$ cat src/rtl/tsyn_pkg.sv
// Shared types and helpers for the tuner divider core.
// Assumes the comparison-rate table below is the only one in use.
package tsyn_pkg;

    typedef enum logic [1:0] {
        MODE_PRESCALED = 2'd0,
        MODE_DIRECT    = 2'd1,
        MODE_SWALLOW   = 2'd2
    } div_mode_e;

    localparam int unsigned NUM_REF_CODES = 7;
    localparam logic [2:0]  REF_CODE_OFF  = 3'd7;

    // Comparison frequency in Hz for a reference code.
    function automatic int unsigned comp_freq_hz(input logic [2:0] code);
        case (code)
            3'd0:    return 25000;
            3'd1:    return 12500;
            3'd2:    return 6250;
            3'd3:    return 10000;
            3'd4:    return 9000;
            3'd5:    return 5000;
            default: return 1000;
        endcase
    endfunction

    // Divider mode from path and swallow bits; swallow needs the direct path.
    function automatic div_mode_e pick_mode(input logic am, input logic swl);
        if (!am)
            return MODE_PRESCALED;
        else if (swl)
            return MODE_SWALLOW;
        else
            return MODE_DIRECT;
    endfunction

endpackage

$ cat src/rtl/tsyn_ref_div.sv
// Reference divider: counts reference ticks and emits one pulse per period.
// The ratio is REF_HZ divided by the selected comparison rate. Code 7 holds
// the counter. A new code is taken at the terminal count only.
// Assumes REF_HZ is a multiple of every table rate.
module tsyn_ref_div
    import tsyn_pkg::*;
#(
    parameter int unsigned REF_HZ = 4_500_000,
    parameter int unsigned CNT_W  = 13
) (
    input  logic       clk,
    input  logic       rst_n,
    input  logic       tick,
    input  logic [2:0] sel,
    output logic       pulse
);

    logic [CNT_W-1:0] ratio_tab [8];
    logic [CNT_W-1:0] load_val;
    logic [CNT_W-1:0] cnt_q;
    logic             idle_q;
    logic             pulse_q;
    logic             sel_off;

    // Build the reload table at elaboration, one entry per code.
    for (genvar g = 0; g < 8; g++) begin : g_tab
        if (g < NUM_REF_CODES) begin : g_on
            assign ratio_tab[g] = CNT_W'(REF_HZ / comp_freq_hz(3'(g)) - 1);
        end else begin : g_off
            assign ratio_tab[g] = '0;
        end
    end

    // Select the reload value for the present code.
    always_comb begin
        sel_off  = (sel == REF_CODE_OFF);
        load_val = ratio_tab[sel];
    end

    // Down-counter with reload at terminal count and hold on code 7.
    always_ff @(posedge clk) begin
        if (!rst_n) begin
            idle_q  <= sel_off;
            cnt_q   <= sel_off ? '0 : load_val;
            pulse_q <= 1'b0;
        end else if (sel_off) begin
            idle_q  <= 1'b1;
            cnt_q   <= '0;
            pulse_q <= 1'b0;
        end else if (idle_q) begin
            idle_q  <= 1'b0;
            cnt_q   <= load_val;
            pulse_q <= 1'b0;
        end else if (tick) begin
            if (cnt_q == '0) begin
                cnt_q   <= load_val;
                pulse_q <= 1'b1;
            end else begin
                cnt_q   <= cnt_q - 1'b1;
                pulse_q <= 1'b0;
            end
        end else begin
            pulse_q <= 1'b0;
        end
    end

    assign pulse = pulse_q;

    assert_pulse_needs_tick_R2: assert property (@(posedge clk) disable iff (!rst_n)
        pulse_q |-> $past(tick));

    assert_off_silent_R3: assert property (@(posedge clk) disable iff (!rst_n)
        sel_off |=> !pulse_q);

endmodule

$ cat src/rtl/tsyn_prescaler.sv
// Fixed prescaler: one output pulse per DIV input ticks, registered.
// Assumes DIV is at least 2.
module tsyn_prescaler #(
    parameter int unsigned DIV = 16
) (
    input  logic clk,
    input  logic rst_n,
    input  logic tick,
    output logic pulse
);

    localparam int unsigned W = $clog2(DIV);

    logic [W-1:0] cnt_q;
    logic         pulse_q;

    // Wrap counter on ticks; pulse on the tick that completes DIV.
    always_ff @(posedge clk) begin
        if (!rst_n) begin
            cnt_q   <= '0;
            pulse_q <= 1'b0;
        end else if (tick) begin
            if (cnt_q == W'(DIV - 1)) begin
                cnt_q   <= '0;
                pulse_q <= 1'b1;
            end else begin
                cnt_q   <= cnt_q + 1'b1;
                pulse_q <= 1'b0;
            end
        end else begin
            pulse_q <= 1'b0;
        end
    end

    assign pulse = pulse_q;

    assert_pre_spacing_R4: assert property (@(posedge clk) disable iff (!rst_n)
        pulse_q |=> !pulse_q);

endmodule

$ cat src/rtl/tsyn_main_div.sv
// Main programmable divider with three modes: the upper word bits after the
// prescaler, the full word as a direct ratio, or a dual-modulus count
// (modulus 2**SWL_W / 2**SWL_W+1) with main count M and swallow count A.
// Word, mode and source are sampled at the terminal count and at reset only.
// Assumes in swallow mode that 1 <= M and A <= M.
module tsyn_main_div
    import tsyn_pkg::*;
#(
    parameter int unsigned DIV_W = 16,
    parameter int unsigned PRE_W = 4,
    parameter int unsigned SWL_W = 5
) (
    input  logic             clk,
    input  logic             rst_n,
    input  logic             pre_tick,
    input  logic             am_tick,
    input  logic [DIV_W-1:0] div_word,
    input  logic             path_am,
    input  logic             swallow_en,
    output logic             pulse
);

    localparam int unsigned MAIN_W = DIV_W - SWL_W;
    localparam int unsigned MOD_W  = SWL_W + 1;
    localparam logic [MOD_W-1:0] MOD_HI_LOAD = MOD_W'(2 ** SWL_W);
    localparam logic [MOD_W-1:0] MOD_LO_LOAD = MOD_W'(2 ** SWL_W - 1);

    div_mode_e          mode_n, mode_q;
    logic [DIV_W-1:0]   ratio_n;
    logic [DIV_W-1:0]   cnt_load;
    logic [MAIN_W-1:0]  m_n;
    logic [SWL_W-1:0]   a_n;
    logic [MOD_W-1:0]   p_load;
    logic [DIV_W-1:0]   cnt_q;
    logic [SWL_W-1:0]   swl_q;
    logic [MOD_W-1:0]   pcnt_q;
    logic               pulse_q;
    logic               src_tick;

    // Reload values from the live control fields.
    always_comb begin
        mode_n  = pick_mode(path_am, swallow_en);
        ratio_n = (mode_n == MODE_PRESCALED)
                ? {{PRE_W{1'b0}}, div_word[DIV_W-1:PRE_W]} : div_word;
        m_n     = div_word[DIV_W-1:SWL_W];
        a_n     = div_word[SWL_W-1:0];
        p_load  = (a_n != '0) ? MOD_HI_LOAD : MOD_LO_LOAD;
        if (mode_n == MODE_SWALLOW)
            cnt_load = (m_n == '0) ? '0 : DIV_W'(m_n - 1'b1);
        else
            cnt_load = (ratio_n == '0) ? '0 : ratio_n - 1'b1;
    end

    // Count source follows the mode latched for the running period.
    always_comb src_tick = (mode_q == MODE_PRESCALED) ? pre_tick : am_tick;

    // Period counter with dual-modulus inner count in swallow mode.
    always_ff @(posedge clk) begin
        if (!rst_n) begin
            mode_q  <= mode_n;
            cnt_q   <= cnt_load;
            swl_q   <= a_n;
            pcnt_q  <= p_load;
            pulse_q <= 1'b0;
        end else if (src_tick) begin
            if (mode_q != MODE_SWALLOW) begin
                if (cnt_q == '0) begin
                    mode_q  <= mode_n;
                    cnt_q   <= cnt_load;
                    swl_q   <= a_n;
                    pcnt_q  <= p_load;
                    pulse_q <= 1'b1;
                end else begin
                    cnt_q   <= cnt_q - 1'b1;
                    pulse_q <= 1'b0;
                end
            end else if (pcnt_q != '0) begin
                pcnt_q  <= pcnt_q - 1'b1;
                pulse_q <= 1'b0;
            end else if (cnt_q == '0) begin
                mode_q  <= mode_n;
                cnt_q   <= cnt_load;
                swl_q   <= a_n;
                pcnt_q  <= p_load;
                pulse_q <= 1'b1;
            end else begin
                cnt_q   <= cnt_q - 1'b1;
                swl_q   <= swl_q - SWL_W'(swl_q != '0);
                pcnt_q  <= (swl_q > SWL_W'(1)) ? MOD_HI_LOAD : MOD_LO_LOAD;
                pulse_q <= 1'b0;
            end
        end else begin
            pulse_q <= 1'b0;
        end
    end

    assign pulse = pulse_q;

    assert_pulse_src_R5: assert property (@(posedge clk) disable iff (!rst_n)
        pulse_q |-> ($past(pre_tick) || $past(am_tick)));

    assert_swallow_bound_R6: assert property (@(posedge clk) disable iff (!rst_n)
        (mode_q == MODE_SWALLOW) |-> (pcnt_q <= MOD_HI_LOAD));

endmodule

$ cat src/rtl/tsyn_pfd.sv
// Phase-frequency detector on one-cycle pulses. A reference pulse sets the
// up request and a divided-VCO pulse sets the down request. Once both have
// arrived, both clear. Coincident pulses cancel.
module tsyn_pfd (
    input  logic clk,
    input  logic rst_n,
    input  logic ref_p,
    input  logic vco_p,
    output logic up,
    output logic dn
);

    logic up_q, dn_q, up_n, dn_n;

    // Next request state with mutual clear.
    always_comb begin
        up_n = up_q | ref_p;
        dn_n = dn_q | vco_p;
        if (up_n && dn_n) begin
            up_n = 1'b0;
            dn_n = 1'b0;
        end
    end

    // Request registers.
    always_ff @(posedge clk) begin
        if (!rst_n) begin
            up_q <= 1'b0;
            dn_q <= 1'b0;
        end else begin
            up_q <= up_n;
            dn_q <= dn_n;
        end
    end

    assign up = up_q;
    assign dn = dn_q;

    assert_never_both_R11: assert property (@(posedge clk) disable iff (!rst_n)
        !(up_q && dn_q));

    assert_up_on_lead_R9: assert property (@(posedge clk) disable iff (!rst_n)
        (ref_p && !vco_p && !dn_q) |=> up_q);

    assert_dn_on_lead_R10: assert property (@(posedge clk) disable iff (!rst_n)
        (vco_p && !ref_p && !up_q) |=> dn_q);

endmodule

$ cat src/rtl/tsyn_divider_core.sv
// Top of the tuner divider core: reference divider, prescaler, main divider
// and phase detector on one clock. RF and reference edges enter as strobes.
module tsyn_divider_core #(
    parameter int unsigned REF_HZ  = 4_500_000,
    parameter int unsigned PRE_DIV = 16,
    parameter int unsigned DIV_W   = 16,
    parameter int unsigned SWL_W   = 5
) (
    input  logic             clk,
    input  logic             rst_n,
    input  logic             ref_tick,
    input  logic             fm_tick,
    input  logic             am_tick,
    input  logic [DIV_W-1:0] div_word,
    input  logic [2:0]       ref_sel,
    input  logic             path_am,
    input  logic             swallow_en,
    output logic             ref_pulse,
    output logic             vco_pulse,
    output logic             pump_up,
    output logic             pump_dn
);

    localparam int unsigned REF_CNT_W = $clog2(REF_HZ / 1000);
    localparam int unsigned PRE_W     = $clog2(PRE_DIV);

    logic pre_pulse;

    tsyn_ref_div #(.REF_HZ(REF_HZ), .CNT_W(REF_CNT_W)) u_ref (
        .clk(clk), .rst_n(rst_n), .tick(ref_tick), .sel(ref_sel), .pulse(ref_pulse)
    );

    tsyn_prescaler #(.DIV(PRE_DIV)) u_pre (
        .clk(clk), .rst_n(rst_n), .tick(fm_tick), .pulse(pre_pulse)
    );

    tsyn_main_div #(.DIV_W(DIV_W), .PRE_W(PRE_W), .SWL_W(SWL_W)) u_main (
        .clk(clk), .rst_n(rst_n), .pre_tick(pre_pulse), .am_tick(am_tick),
        .div_word(div_word), .path_am(path_am), .swallow_en(swallow_en),
        .pulse(vco_pulse)
    );

    tsyn_pfd u_pfd (
        .clk(clk), .rst_n(rst_n), .ref_p(ref_pulse), .vco_p(vco_pulse),
        .up(pump_up), .dn(pump_dn)
    );

endmodule

$ cat config.mk
export PLATFORM = sky130hd
export DESIGN_NAME = tsyn_divider_core
export DESIGN_NICKNAME = d
export VERILOG_FILES = /design/src/rtl/tsyn_pkg.sv /design/src/rtl/tsyn_ref_div.sv /design/src/rtl/tsyn_prescaler.sv /design/src/rtl/tsyn_main_div.sv /design/src/rtl/tsyn_pfd.sv /design/src/rtl/tsyn_divider_core.sv
export SDC_FILE = /design/constraint.sdc
export NUM_CORES = 1
export LEC_CHECK = 0
export BUFFER_PORTS_ARGS = -buffer_cell sky130_fd_sc_hd__buf_4
export CAP_MARGIN = 15
export CORE_MARGIN = 2
export CORE_UTILIZATION = 50
export CTS_CLUSTER_DIAMETER = 200
export CTS_CLUSTER_SIZE = 25
export DETAILED_ROUTE_END_ITERATION = 8
export PLACE_DENSITY = 0.78
export SLEW_MARGIN = 30
export SYNTH_ARGS = -nofsm -noshare
export SYNTH_HDL_FRONTEND = slang
export SYNTH_SLANG_ARGS = --single-unit
$ cat constraint.sdc
create_clock -name clk -period 3.4 [get_ports clk]
set_clock_uncertainty 0.05 [all_clocks]
set_input_delay 0.17 -clock clk [delete_from_list [all_inputs] [get_ports clk]]
set_output_delay 0.17 -clock clk [all_outputs]
set_load 0.1 [all_outputs]
-- Word-level counts from Yosys, hierarchy flattened
Memories as Yosys holds them, arrays and structs flattened.
Cells that the tools add are included.
- input bits: 26
- bits in read-only memories: 104
- register bits after elaboration: 52
- memories kept: 1
- output and inout port bits: 4
- memories (name ; words ; bits a word ; read ports ; clocked after memory_dff ; write ports ; line ; source):
    (name not given) ; 8 ; 13 ; 1 ; 0 ; 0 ; tsyn_ref_div.sv:37 ; load_val = ratio_tab[sel];
- $lt $le $gt $ge: 2
- eq/ne operators: 8
- reduce and logical (&&, ||, !) cells: 17
- muxes and demuxes: 47
- add/sub/neg operators: 7
- bitwise logic cells: 5
- operators with widths (cell ; count):
    16-bit two-way mux ; 9
    13-bit two-way mux ; 8
    6-bit two-way mux ; 8
    16-bit zero test ; 2
    16-bit by 1-bit subtractor with 16-bit output, second input constant ; 2
    5-bit two-way mux ; 6
    2-bit two-way mux ; 7
    13-bit zero test ; 1
    13-bit by 1-bit subtractor with 13-bit output, second input constant ; 1
    11-bit by 1-bit subtractor with 12-bit output, second input constant ; 1
    11-bit zero test ; 1
    5-bit nonzero test ; 2
    1-bit two-way mux ; 8
    2-bit AND reduction ; 4
    6-bit nonzero test ; 1
    6-bit by 1-bit subtractor with 6-bit output, second input constant ; 1
    5-bit by 1-bit > comparator with 1-bit output, second input constant ; 1
    5-bit by 1-bit subtractor with 5-bit output ; 1
    4-bit by 1-bit adder with 4-bit output, second input constant ; 1
    4-bit equality test, second input constant ; 1
    4-bit >= comparator, second input constant ; 1
    2-bit zero test ; 2
    4-bit two-way mux ; 1
    4-bit by 1-bit != test with 1-bit output, second input constant ; 1
    other kinds (13) ; 15

-- Logic depth before layout (Yosys ltp)
- word-level depth: 12
- depth in mapped cells: 10
- gate-level depth less buffers: 8

-- Hierarchy
A second synthesis with hierarchy kept.
- cells, all modules: 449
- area total of the unflattened synthesis: 4057.6 µm²
- modules (own cells, without submodules) (module ; times used ; area each (µm²) ; cells an instance):
    tsyn_main_div ; 1 ; 2695.1 ; 315
    tsyn_ref_div ; 1 ; 1074.8 ; 105
    tsyn_prescaler ; 1 ; 219.0 ; 23
    tsyn_pfd ; 1 ; 68.8 ; 6

-- Least setup slack after synthesis
OpenSTA, ideal clock, no wires.
- path kind: input to register
- from: input port path_am
- to: register u_main.cnt_q[3], data pin
- data required time: 3.080 ns
- setup time: 0.270 ns
- path slack: 0.875 ns
- cell stages on the path: 10
- arrival time: 2.205 ns
- cells stage by stage: buf_2 -> clkbuf_1 -> mux2i_1 -> ha_1 -> o21ai_2 -> a2111oi_4 -> nor2_2 -> buf_6 -> a221oi_2 -> a21oi_1
- word-level cells in the longest chain between the ends: 11
- elaborated cells between the ends (all ways): 13
- those cells by class: add/sub (1); eq/ne (1); mux (9); reduce/logical (2)
- RTL lines (what ; line ; source):
    start: declaration ; tsyn_divider_core.sv:16 ; input logic path_am,
    2-bit two-way mux (*) ; tsyn_pkg.sv:29 ; if (!am)
    2-bit zero test ; tsyn_main_div.sv:43 ; ratio_n = (mode_n == MODE_PRESCALED)
    16-bit two-way mux ; tsyn_main_div.sv:44 ; ? {{PRE_W{1'b0}}, div_word[DIV_W-1:PRE_W]} : div_word;
    16-bit by 1-bit subtractor with 16-bit output / 16-bit zero test (equally long branches) ; tsyn_main_div.sv:51 ; cnt_load = (ratio_n == '0) ? '0 : ratio_n - 1'b1;
    16-bit two-way mux ; tsyn_main_div.sv:51 ;
    16-bit two-way mux (*) ; tsyn_main_div.sv:48 ; if (mode_n == MODE_SWALLOW)
    16-bit two-way mux ; tsyn_main_div.sv:67, tsyn_main_div.sv:80 ;
    16-bit two-way mux ; tsyn_main_div.sv:77 ; end else if (pcnt_q != '0) begin
    16-bit two-way mux ; tsyn_main_div.sv:66 ; if (mode_q != MODE_SWALLOW) begin
    16-bit two-way mux ; tsyn_main_div.sv:65 ; end else if (src_tick) begin
    16-bit two-way mux (*) ; tsyn_main_div.sv:59 ; if (!rst_n) begin
    end signal: assignment ; tsyn_main_div.sv:61 ; cnt_q <= cnt_load;
    end signal: assignment ; tsyn_main_div.sv:69 ; cnt_q <= cnt_load;
    end signal: assignment ; tsyn_main_div.sv:82 ; cnt_q <= cnt_load;
    end: declaration ; tsyn_main_div.sv:34 ; logic [DIV_W-1:0] cnt_q;
Every way passes the cells marked *; elsewhere a longest branch is shown, timed or not. The select of a mux whose other input is x is not followed.
A chain may end at the register's enable or synchronous reset.

-- Final worst setup path
- from: register u_main.cnt_q[7]
- to: register u_main.pcnt_q[2], data pin
- word-level cells in the longest chain between the ends: 6
- RTL lines (what ; line ; source):
    start signal: assignment ; tsyn_main_div.sv:61 ;
    start signal: assignment ; tsyn_main_div.sv:69 ;
    start signal: assignment ; tsyn_main_div.sv:74 ; cnt_q <= cnt_q - 1'b1;
    16-bit zero test ; tsyn_main_div.sv:80 ; end else if (cnt_q == '0) begin
    6-bit two-way mux ; tsyn_main_div.sv:80 ;
    6-bit two-way mux ; tsyn_main_div.sv:77 ;
    6-bit two-way mux ; tsyn_main_div.sv:66 ;
    6-bit two-way mux ; tsyn_main_div.sv:65 ;
    6-bit two-way mux ; tsyn_main_div.sv:59 ;
    end signal: assignment ; tsyn_main_div.sv:63 ; pcnt_q <= p_load;
    end signal: assignment ; tsyn_main_div.sv:71 ; pcnt_q <= p_load;
    end signal: assignment ; tsyn_main_div.sv:78 ; pcnt_q <= pcnt_q - 1'b1;
    end: declaration ; tsyn_main_div.sv:36 ; logic [MOD_W-1:0] pcnt_q;
No other way between the ends. The select of a mux whose other input is x is not followed.

==> metrics.txt <==
status complete, no violations; cell-internal power 1.07 mW; total track usage 21.7%; combinational share of power 23.1%; total die area 8850 um^2; PortBufs 29; Clock Sinks 52; CP Cell Sequence nor4_1 > nor4b_4 > and4b_1 > nor2_1 > a2bb2oi_1 > o21ai_0; Yosys cell types 67; WL per Instance 16.2 um; type of destination of the critical path flop; vias 3400; total grt overflow 0; Post-Route WL 9100 um; first-pass GRT wire length 15200 um; YS warnings 0; Worst EP required 3390 ps; CP Max Fanout 11; Layout Cells excl Fill 563; crit path DAT 2680 ps; Crit Path Category reg2reg; Initial Utilization 52.0%; DR iter-0 viols 227; Primary FF master, synth edfxtp_1; startpoint types flop; WHS 33.2 ps; max-slew violations 0; Avg Vias per Cell 6.04; Post-CTS Setup Inserts 0; Die Span Y 94.1 um; Syn Area/Cell 9.16 um^2; min cycle time layout 2690 ps; clock transition at the registers of the reported paths 110 ps; Seq/Total Area, Yosys 36.0%; final hold violations 0; Routed Antenna Nets 0; Fillers 718; TritonCTS clock tree yes; CTS buffer count 5; DP Cell Count 555; asr flop ratio synth 0%; Die X 94.1 um; ant diodes 0; synthesized flop and latch total 52; PD cells 355 nW/um^2; Max stage delay on crit path 540 ps; Seq pwr share 52.8%; Clock Latency Late Sink 320 ps; largest net degree at the start of global routing 25; post-route clock period utilization 79.0%; P_sw 0.492 mW; vias in the first global route 3153; final setup TNS 0 ps; Hold WC Path Type in2reg; Post-Syn Nets 486; proportion of layout cells with a drive suffix above 1 12.4%; Pre-Repair DR Iteration Count 5; Final setup viols 0; DP Wirelength 6910 um; synthesized area 4060 um^2; clock tree buffer depth 2; Final Util 56.3%; Rel. slew slack 43.9%; drc violations 0; clock root buffer clkbuf_8; Post-CTS Hold Fix Bufs 0; synthesis-to-layout area growth 8.35%; clock network power share 24.1%; num ports 30; RSZ-0062 raised after global routing false; most frequent cells in the layout nor2_1, edfxtp_1, nand2_1, buf_4, xor2_1; number of enable flip-flop cells after synthesis 42; fmax 0.372 GHz; peak supply drop 0.182 mV; GP Congestion 0.895; Nets 503; initial antenna violation count 0; Worst-Margin Slew 835 ps; Core Area 7810 um^2; CP max stage cell nor4_1; num rows 32; H-tree levels 2; MaxCap Viol Count 0; Switching Fraction 31.5%; Post-CTS Resized 0; leak pwr 1.59 nW; Final Power 1.56 mW; Mapped Cells 443; commonest non-fill, non-tap cell in the layout nor2_1
## kinds of logic (layout without fill, tap and decap cells)
family,after synthesis,in the layout,synth area share (%)
multiplexers,10,10,2.50
AO/OA/AOI/OAI,101,101,17.8
XOR/XNOR,55,55,11.9
flip-flops,52,52,36.0
buffers and inverters,41,59,4.87
adder cells (fa/ha/maj),17,17,5.24
AND/OR/NAND/NOR,167,167,21.7
## through the flow
stage	cell area, um^2	setup WS (ps)
after CTS	4400	712
final	4400	713
after global placement	4300	842
after detailed placement	4300	721
after floorplan	4060	875
after global routing	4400	415
## power groups by stage
stage	registers (mW)	clock network [mW]	logic (mW)
5_1_grt	0.834	0.402	0.400
3_5_place_dp	0.837	0	0.352
6_report	0.825	0.377	0.361
2_1_floorplan	0.821	0	0.267
4_1_cts	0.823	0.381	0.356
3_3_place_gp	0.832	0	0.345
## synth_stat cells, types with 2 or more instances
cell type	number	area, um^2
and2_1	4	25.0
xor2_1	30	263
nand3b_1	3	22.5
a211oi_1	16	120
o211ai_1	7	52.6
or2_2	2	12.5
dfxtp_1	10	200
nor4_1	10	62.6
edfxtp_1	42	1260
nand2b_1	6	37.5
nor4_2	2	25.0
buf_6	5	56.3
mux2i_1	9	90.1
nand2_1	37	139
or4_4	2	22.5
xnor2_1	25	219
o32ai_1	2	17.5
nor2_1	47	176
a221oi_2	2	30.0
nand4b_1	2	17.5
nand3_1	7	35.0
nor3b_1	6	45.0
a22oi_1	4	30.0
o21ai_0	12	60.1
or4_1	3	22.5
inv_1	18	67.6
or3_1	8	50.1
nor3_1	16	80.1
a221oi_1	7	61.3
and3_1	2	12.5
clkbuf_1	10	37.5
a21o_1	3	22.5
nand4_1	2	12.5
and4b_1	2	20.0
ha_1	17	213
a21oi_1	28	140
buf_2	5	25.0
## state kept, by name, summed over array words and instances, names as in the netlist
signal	cells
u_main.swl_q	5
u_ref.idle_q	1
u_pfd.up	1
u_pre.pulse	1
u_main.cnt_q	16
u_main.pcnt_q	6
u_pfd.dn	1
u_main.mode_q	2
u_ref.pulse	1
u_ref.cnt_q	13
u_pre.cnt_q	4
u_main.pulse	1
## worst max-delay path, delay by kind of cell, from the launching register on
kind / cells / cell delay, ps
flip-flops: 1 / 460
AND/OR/NAND/NOR: 4 / 1420
AO/OA/AOI/OAI: 2 / 490
## metal layers
metal / up-vias / part of all wire, % / global-route usage (%)
met5: - / 0 / 0
met4: 0 / 1.4 / 6.28
met3: 14 / 5.2 / 2.89
met2: 125 / 47 / 34.0
met1: 1601 / 46 / 31.2
li1: 1660 / - / -
## area by class of cell
class                           count  area [um^2]  area share [%]
Sequential cell                    52         1460            33.2
Clock inverter                      3         26.3           0.597
Clock buffer                        5         68.8            1.56
Timing Repair Buffer               31          233            5.29
Tap cell                          102          128            2.90
Multi-Input combinational cell    350         2410            54.7
Inverter                           20         75.1            1.71
## worst paths after layout
path	from	endpoint	slack (ps)	cells after the start
max	u_main.cnt_q[7]$_DFFE_PP_	u_main.pcnt_q[2]$_DFFE_PP_	710	6
min	ref_tick	u_ref.pulse$_SDFF_PP0_	30	2
max reg2reg	u_main.cnt_q[7]$_DFFE_PP_	u_main.pcnt_q[2]$_DFFE_PP_	710	6
min reg2reg	u_pfd.up$_SDFF_PP0_	u_pfd.dn$_SDFF_PP0_	410	1
No activity file was read; power rests on OpenSTA's default activity.
